[src/rtl/lfsr_gen_pkg.sv]
package lfsr_gen_pkg;
   typedef enum logic {
      FB_EXTERNAL = 1'b0,
      FB_INTERNAL = 1'b1
   } fb_form_e;
endpackage

[src/rtl/lfsr_step_ext.sv]
module lfsr_step_ext #(
   parameter int                 WIDTH = 8,
   parameter logic [WIDTH-1:0]   TAPS  = 8'b0001_1100
) (
   input  logic [WIDTH-1:0] cur,
   output logic [WIDTH-1:0] nxt
);
   logic [WIDTH-1:0] tapped;

   // stage 0 always contributes (constant term of the polynomial)
   assign tapped[0] = cur[0];

   genvar gi;
   generate
      for (gi = 1; gi < WIDTH; gi++) begin : g_tap
         if (TAPS[gi]) begin : g_on
            assign tapped[gi] = cur[gi];
         end else begin : g_off
            assign tapped[gi] = 1'b0;
         end
      end
      for (gi = 0; gi < WIDTH-1; gi++) begin : g_shift
         assign nxt[gi] = cur[gi+1];
      end
   endgenerate

   assign nxt[WIDTH-1] = ^tapped;
endmodule

[src/rtl/lfsr_step_int.sv]
module lfsr_step_int #(
   parameter int                 WIDTH = 8,
   parameter logic [WIDTH-1:0]   TAPS  = 8'b0001_1100
) (
   input  logic [WIDTH-1:0] cur,
   output logic [WIDTH-1:0] nxt
);
   logic fb;
   assign fb     = cur[WIDTH-1];
   assign nxt[0] = fb;

   genvar gi;
   generate
      for (gi = 1; gi < WIDTH; gi++) begin : g_stage
         if (TAPS[gi]) begin : g_xor
            assign nxt[gi] = cur[gi-1] ^ fb;
         end else begin : g_pass
            assign nxt[gi] = cur[gi-1];
         end
      end
   endgenerate
endmodule

[src/rtl/lfsr_state_reg.sv]
module lfsr_state_reg #(
   parameter int               WIDTH      = 8,
   parameter logic [WIDTH-1:0] RESET_SEED = 1
) (
   input  logic             clk,
   input  logic             rst_n,
   input  logic             en,
   input  logic             load,
   input  logic [WIDTH-1:0] seed_in,
   input  logic [WIDTH-1:0] nxt,
   output logic [WIDTH-1:0] state,
   output logic             wrap
);
   localparam logic [WIDTH-1:0] ONE = WIDTH'(1);

   logic [WIDTH-1:0] ref_q;
   logic [WIDTH-1:0] seed_safe;

   assign seed_safe = (seed_in == '0) ? ONE : seed_in;

   always_ff @(posedge clk) begin
      if (!rst_n) begin
         state <= RESET_SEED;
         ref_q <= RESET_SEED;
         wrap  <= 1'b0;
      end else if (load) begin
         state <= seed_safe;
         ref_q <= seed_safe;
         wrap  <= 1'b0;
      end else if (en) begin
         state <= nxt;
         wrap  <= (nxt == ref_q);
      end else begin
         wrap  <= 1'b0;
      end
   end


   hold_idle_chk: assert property (@(posedge clk) disable iff (!rst_n)
      (!en && !load) |=> ($stable(state) && !wrap));

   load_value_chk: assert property (@(posedge clk) disable iff (!rst_n)
      (load && seed_in != '0) |=> (state == $past(seed_in)));

   zero_seed_chk: assert property (@(posedge clk) disable iff (!rst_n)
      (load && seed_in == '0) |=> (state == ONE));

   wrap_match_chk: assert property (@(posedge clk) disable iff (!rst_n)
      wrap |-> (state == ref_q && $past(en) && !$past(load)));

   wrap_pulse_chk: assert property (@(posedge clk) disable iff (!rst_n)
      (wrap && !en) |=> !wrap);

   nonzero_state_chk: assert property (@(posedge clk) disable iff (!rst_n)
      state != '0);
endmodule

[src/rtl/lfsr_gen.sv]
module lfsr_gen
   import lfsr_gen_pkg::*;
#(
   parameter int                 WIDTH      = 8,
   parameter logic [WIDTH-1:0]   TAPS       = 8'b0001_1100,
   parameter fb_form_e           FORM       = FB_INTERNAL,
   parameter logic [WIDTH-1:0]   RESET_SEED = 1
) (
   input  logic             clk,
   input  logic             rst_n,
   input  logic             en,
   input  logic             load,
   input  logic [WIDTH-1:0] seed,
   output logic [WIDTH-1:0] state,
   output logic             wrap
);
   localparam int TOP = WIDTH - 1;

   generate
      if (WIDTH < 2) begin : g_bad_width
         $error("lfsr_gen: WIDTH must be at least 2");
      end
      if (TAPS[0] != 1'b0) begin : g_bad_taps
         $error("lfsr_gen: TAPS bit 0 must be 0");
      end
      if (RESET_SEED == '0) begin : g_bad_seed
         $error("lfsr_gen: RESET_SEED must be nonzero");
      end
   endgenerate

   logic [WIDTH-1:0] nxt;

   generate
      if (FORM == FB_INTERNAL) begin : g_int
         lfsr_step_int #(.WIDTH(WIDTH), .TAPS(TAPS)) i_step (
            .cur(state), .nxt(nxt));


         int_shift_chk: assert property (@(posedge clk) disable iff (!rst_n)
            (en && !load) |=> (state[0] == $past(state[TOP])));
      end else begin : g_ext
         lfsr_step_ext #(.WIDTH(WIDTH), .TAPS(TAPS)) i_step (
            .cur(state), .nxt(nxt));


         ext_shift_chk: assert property (@(posedge clk) disable iff (!rst_n)
            (en && !load) |=> (state[TOP-1:0] == $past(state[TOP:1])));
      end
   endgenerate

   lfsr_state_reg #(.WIDTH(WIDTH), .RESET_SEED(RESET_SEED)) i_reg (
      .clk     (clk),
      .rst_n   (rst_n),
      .en      (en),
      .load    (load),
      .seed_in (seed),
      .nxt     (nxt),
      .state   (state),
      .wrap    (wrap)
   );


   reset_state_chk: assert property (@(posedge clk)
      !rst_n |=> (state == RESET_SEED && !wrap));
endmodule

[config.mk]
export PLATFORM = sky130hd
export DESIGN_NAME = lfsr_gen
export DESIGN_NICKNAME = d
export VERILOG_FILES = /design/src/rtl/lfsr_gen_pkg.sv /design/src/rtl/lfsr_step_ext.sv /design/src/rtl/lfsr_step_int.sv /design/src/rtl/lfsr_state_reg.sv /design/src/rtl/lfsr_gen.sv
export SDC_FILE = /design/constraint.sdc
export NUM_CORES = 1
export LEC_CHECK = 0
export ABC_CLOCK_PERIOD_IN_PS = 1200
export BUFFER_PORTS_ARGS = -buffer_cell sky130_fd_sc_hd__buf_2
export CAP_MARGIN = 20
export CELL_PAD_IN_SITES_DETAIL_PLACEMENT = 0
export CELL_PAD_IN_SITES_GLOBAL_PLACEMENT = 2
export CORE_MARGIN = 3
export CORE_UTILIZATION = 27
export CTS_BUF_LIST = sky130_fd_sc_hd__clkbuf_16
export DETAILED_ROUTE_END_ITERATION = 7
export PLACE_DENSITY = 0.74
export SLEW_MARGIN = 40
export SYNTH_ARGS = -nofsm -noshare
export SYNTH_HDL_FRONTEND = slang
export SYNTH_SLANG_ARGS = --single-unit
[constraint.sdc]
create_clock -name clk -period 1.2 [get_ports clk]
set_input_delay 0.06 -clock clk [delete_from_list [all_inputs] [get_ports clk]]
set_output_delay 0.06 -clock clk [all_outputs]
set_load 0.1 [all_outputs]
==> results.ini <==
[synthesis]
synth_area_um2 = 817
syn_inst = 89
yosys.area.top_type = dfxtp_1
async_flop_share = 0
synth.most_common_cell = dfxtp_1
synth-main-ff-cell = dfxtp_1
ys_ff_latch = 17
synth_area_leaders = dfxtp_1 (42%), xnor2_1 (9.6%), a21boi_0 (9.2%)
ys_types = 23
synth_nets = 101
synth-edff-count = 0
avgSynthCellArea_um2 = 9.18
synth_common_cells = dfxtp_1 (17), a21boi_0 (10), xnor2_1 (9)
yosysSeqAreaShare = 0.417
yosysWarnings = 0
synth_top_area_frac = 0.417

[grt]
antenna_found_initial = 0
first_global_vias = 643
grt_max_degree = 26
track_usage = 0.117
grt-ovfl-total = 0
grt_pass1_wl_um = 3080

[layout]
final_area_mm2 = 0.00111
drive_gt1_frac = 0.330
post-route-util = 0.393
area_delta_synth_final_pct = 36.1
fin_nets = 125
fin_cells = 143
diodes = 0

[drt]
via_count = 688
via_per_inst = 4.81
post-route-drc-count = 0
wire_per_inst_um = 13.3
postRouteAntennaNets = 0
drt_first_pass_iters = 2
drtIter0Drc = 18
wl_um = 1900

[sta]
fin_crit_sh = 1.03
rsz0062_at_grt = yes
finalHoldViolations = 0
setup_viol = 1
slew_headroom = 0.678
period_needed_ns = 1.23
max_freq_mhz = 812
skew_ns = 0.00126
timing.hold.ws_ns = 0.102
tightest_slew_ns = 0.486
final_max_slew_viol_count = 0
finalWorstSetupSlack_ns = -0.0322

[clock_tree]
path_clk_slew_ns = 0.05
clk_latency_ns = 0.25
tritoncts = done
cts-root-buf = clkbuf_16
cts_max_path_buffers = 2
numClockSinks = 17
cts_setup_buffers = 0
htreeDepth = 1
numCtsBuffers = 3

[placement]
placed_area_mm2 = 0.00103
port_buffers = 20
dpl.hpwl_um = 1390
place_congestion = 0.665
dp_cells = 139

[setup_path]
endpoint_kind = flop
worstSetupPathType = flop to flop
cp_max_fo = 2
cp-start-kind = flop
worstPathRequired_ns = 1.35
arrival_ns = 1.38

[floorplan]
fp.dieW_um = 61.0
core.rowCount = 19
fp.dieH_um = 61.0
io_pins = 21
initial_core_util = 0.289
core_area_mm2 = 0.00283
dieArea_mm2 = 0.00372

[status]
status = finished, violations left
violations = negative setup slack

[power_and_ir_drop]
leakagePower_uw = 0.000454
power.density_mw_per_mm2 = 1480
vdd_drop_max_uv = 845

[worst_hold_path]
hold_path_class = primary input to flop

[run]
max-cap-violations = 0

[sequential cells by signal, indices dropped and copies added (netlist names)]
signal	count
i_reg.ref_q	8
i_reg.state	8
i_reg.wrap	1
[cell families (layout without fill, tap and decap cells)]
logic type | after synthesis | in the layout | synth area share
flip-flops | 17 | 17 | 0.417
XOR/XNOR | 11 | 11 | 0.118
multiplexers | 4 | 4 | 0.0490
buffers and inverters | 5 | 28 | 0.0260
AND/OR/NAND/NOR | 30 | 30 | 0.196
AO/OA/AOI/OAI | 22 | 22 | 0.194
[critical path: stages (launching register included)]
cell and delay, ns:
dfxtp_4 0.34, xor2_1 0.15, or3_1 0.36, a2111oi_2 0.28
[where the power goes]
part           internal, uW  switching (uW)  total [uW]
sequential              598            29.7         627
clock                   443             222         665
combinational           127             229         356
[placed cells by master, fill, tap and decap left out, types with 5 or more instances in the layout]
cell type / count
a21boi_0: 8
buf_2: 17
dfxtp_1: 8
dfxtp_4: 5
nand2_1: 7
nand2b_1: 8
o21ai_0: 6
xnor2_1: 9
[worst paths after layout]
path / endpoint / cells after the start / from / slack (ns)
setup / recovery: i_reg.wrap$_SDFF_PP0_ / 3 / i_reg.state[3]$_SDFFE_PN0P_ / -0.03
hold / removal: i_reg.state[2]$_SDFFE_PN0P_ / 3 / seed[2] / 0.10
setup reg to reg: i_reg.wrap$_SDFF_PP0_ / 3 / i_reg.state[3]$_SDFFE_PN0P_ / -0.03
hold reg to reg: i_reg.ref_q[4]$_SDFFE_PN0P_ / 2 / i_reg.ref_q[4]$_SDFFE_PN0P_ / 0.49
[layer usage]
layer | track usage | up-vias | part of all wire
li1 | - | 352 | -
met4 | 0.0372 | 0 | 0.010
met3 | 0.0461 | 4 | 0.064
met2 | 0.163 | 22 | 0.40
met1 | 0.165 | 310 | 0.53
met5 | 0 | - | 0
[stage by stage]
step	power, uW	setup TNS, ns	setup WS [ns]
2_1_floorplan	894	-0.307	-0.215
3_3_place_gp	994	-0.0262	-0.0262
3_5_place_dp	998	-0.0511	-0.0511
4_1_cts	1670	-0.0367	-0.0367
5_1_grt	1720	-0.110	-0.110
6_report	1650	-0.0322	-0.0322
[layout make-up]
type                            instances  area, um^2
Sequential cell                        17         364
Fill cell                             289        1720
Multi-Input combinational cell         67         455
Tap cell                               31        38.8
Clock inverter                          1        3.75
Timing Repair Buffer                   24         175
Clock buffer                            3        75.1
[repair_timing]
item,CTS,global route
setup endpoints to repair,1,1
gates resized for setup,0,1
hold buffers,0,0
endpoints found under the hold margin,0,0
pin swaps,1,0
(Power assumes the default switching activity.)
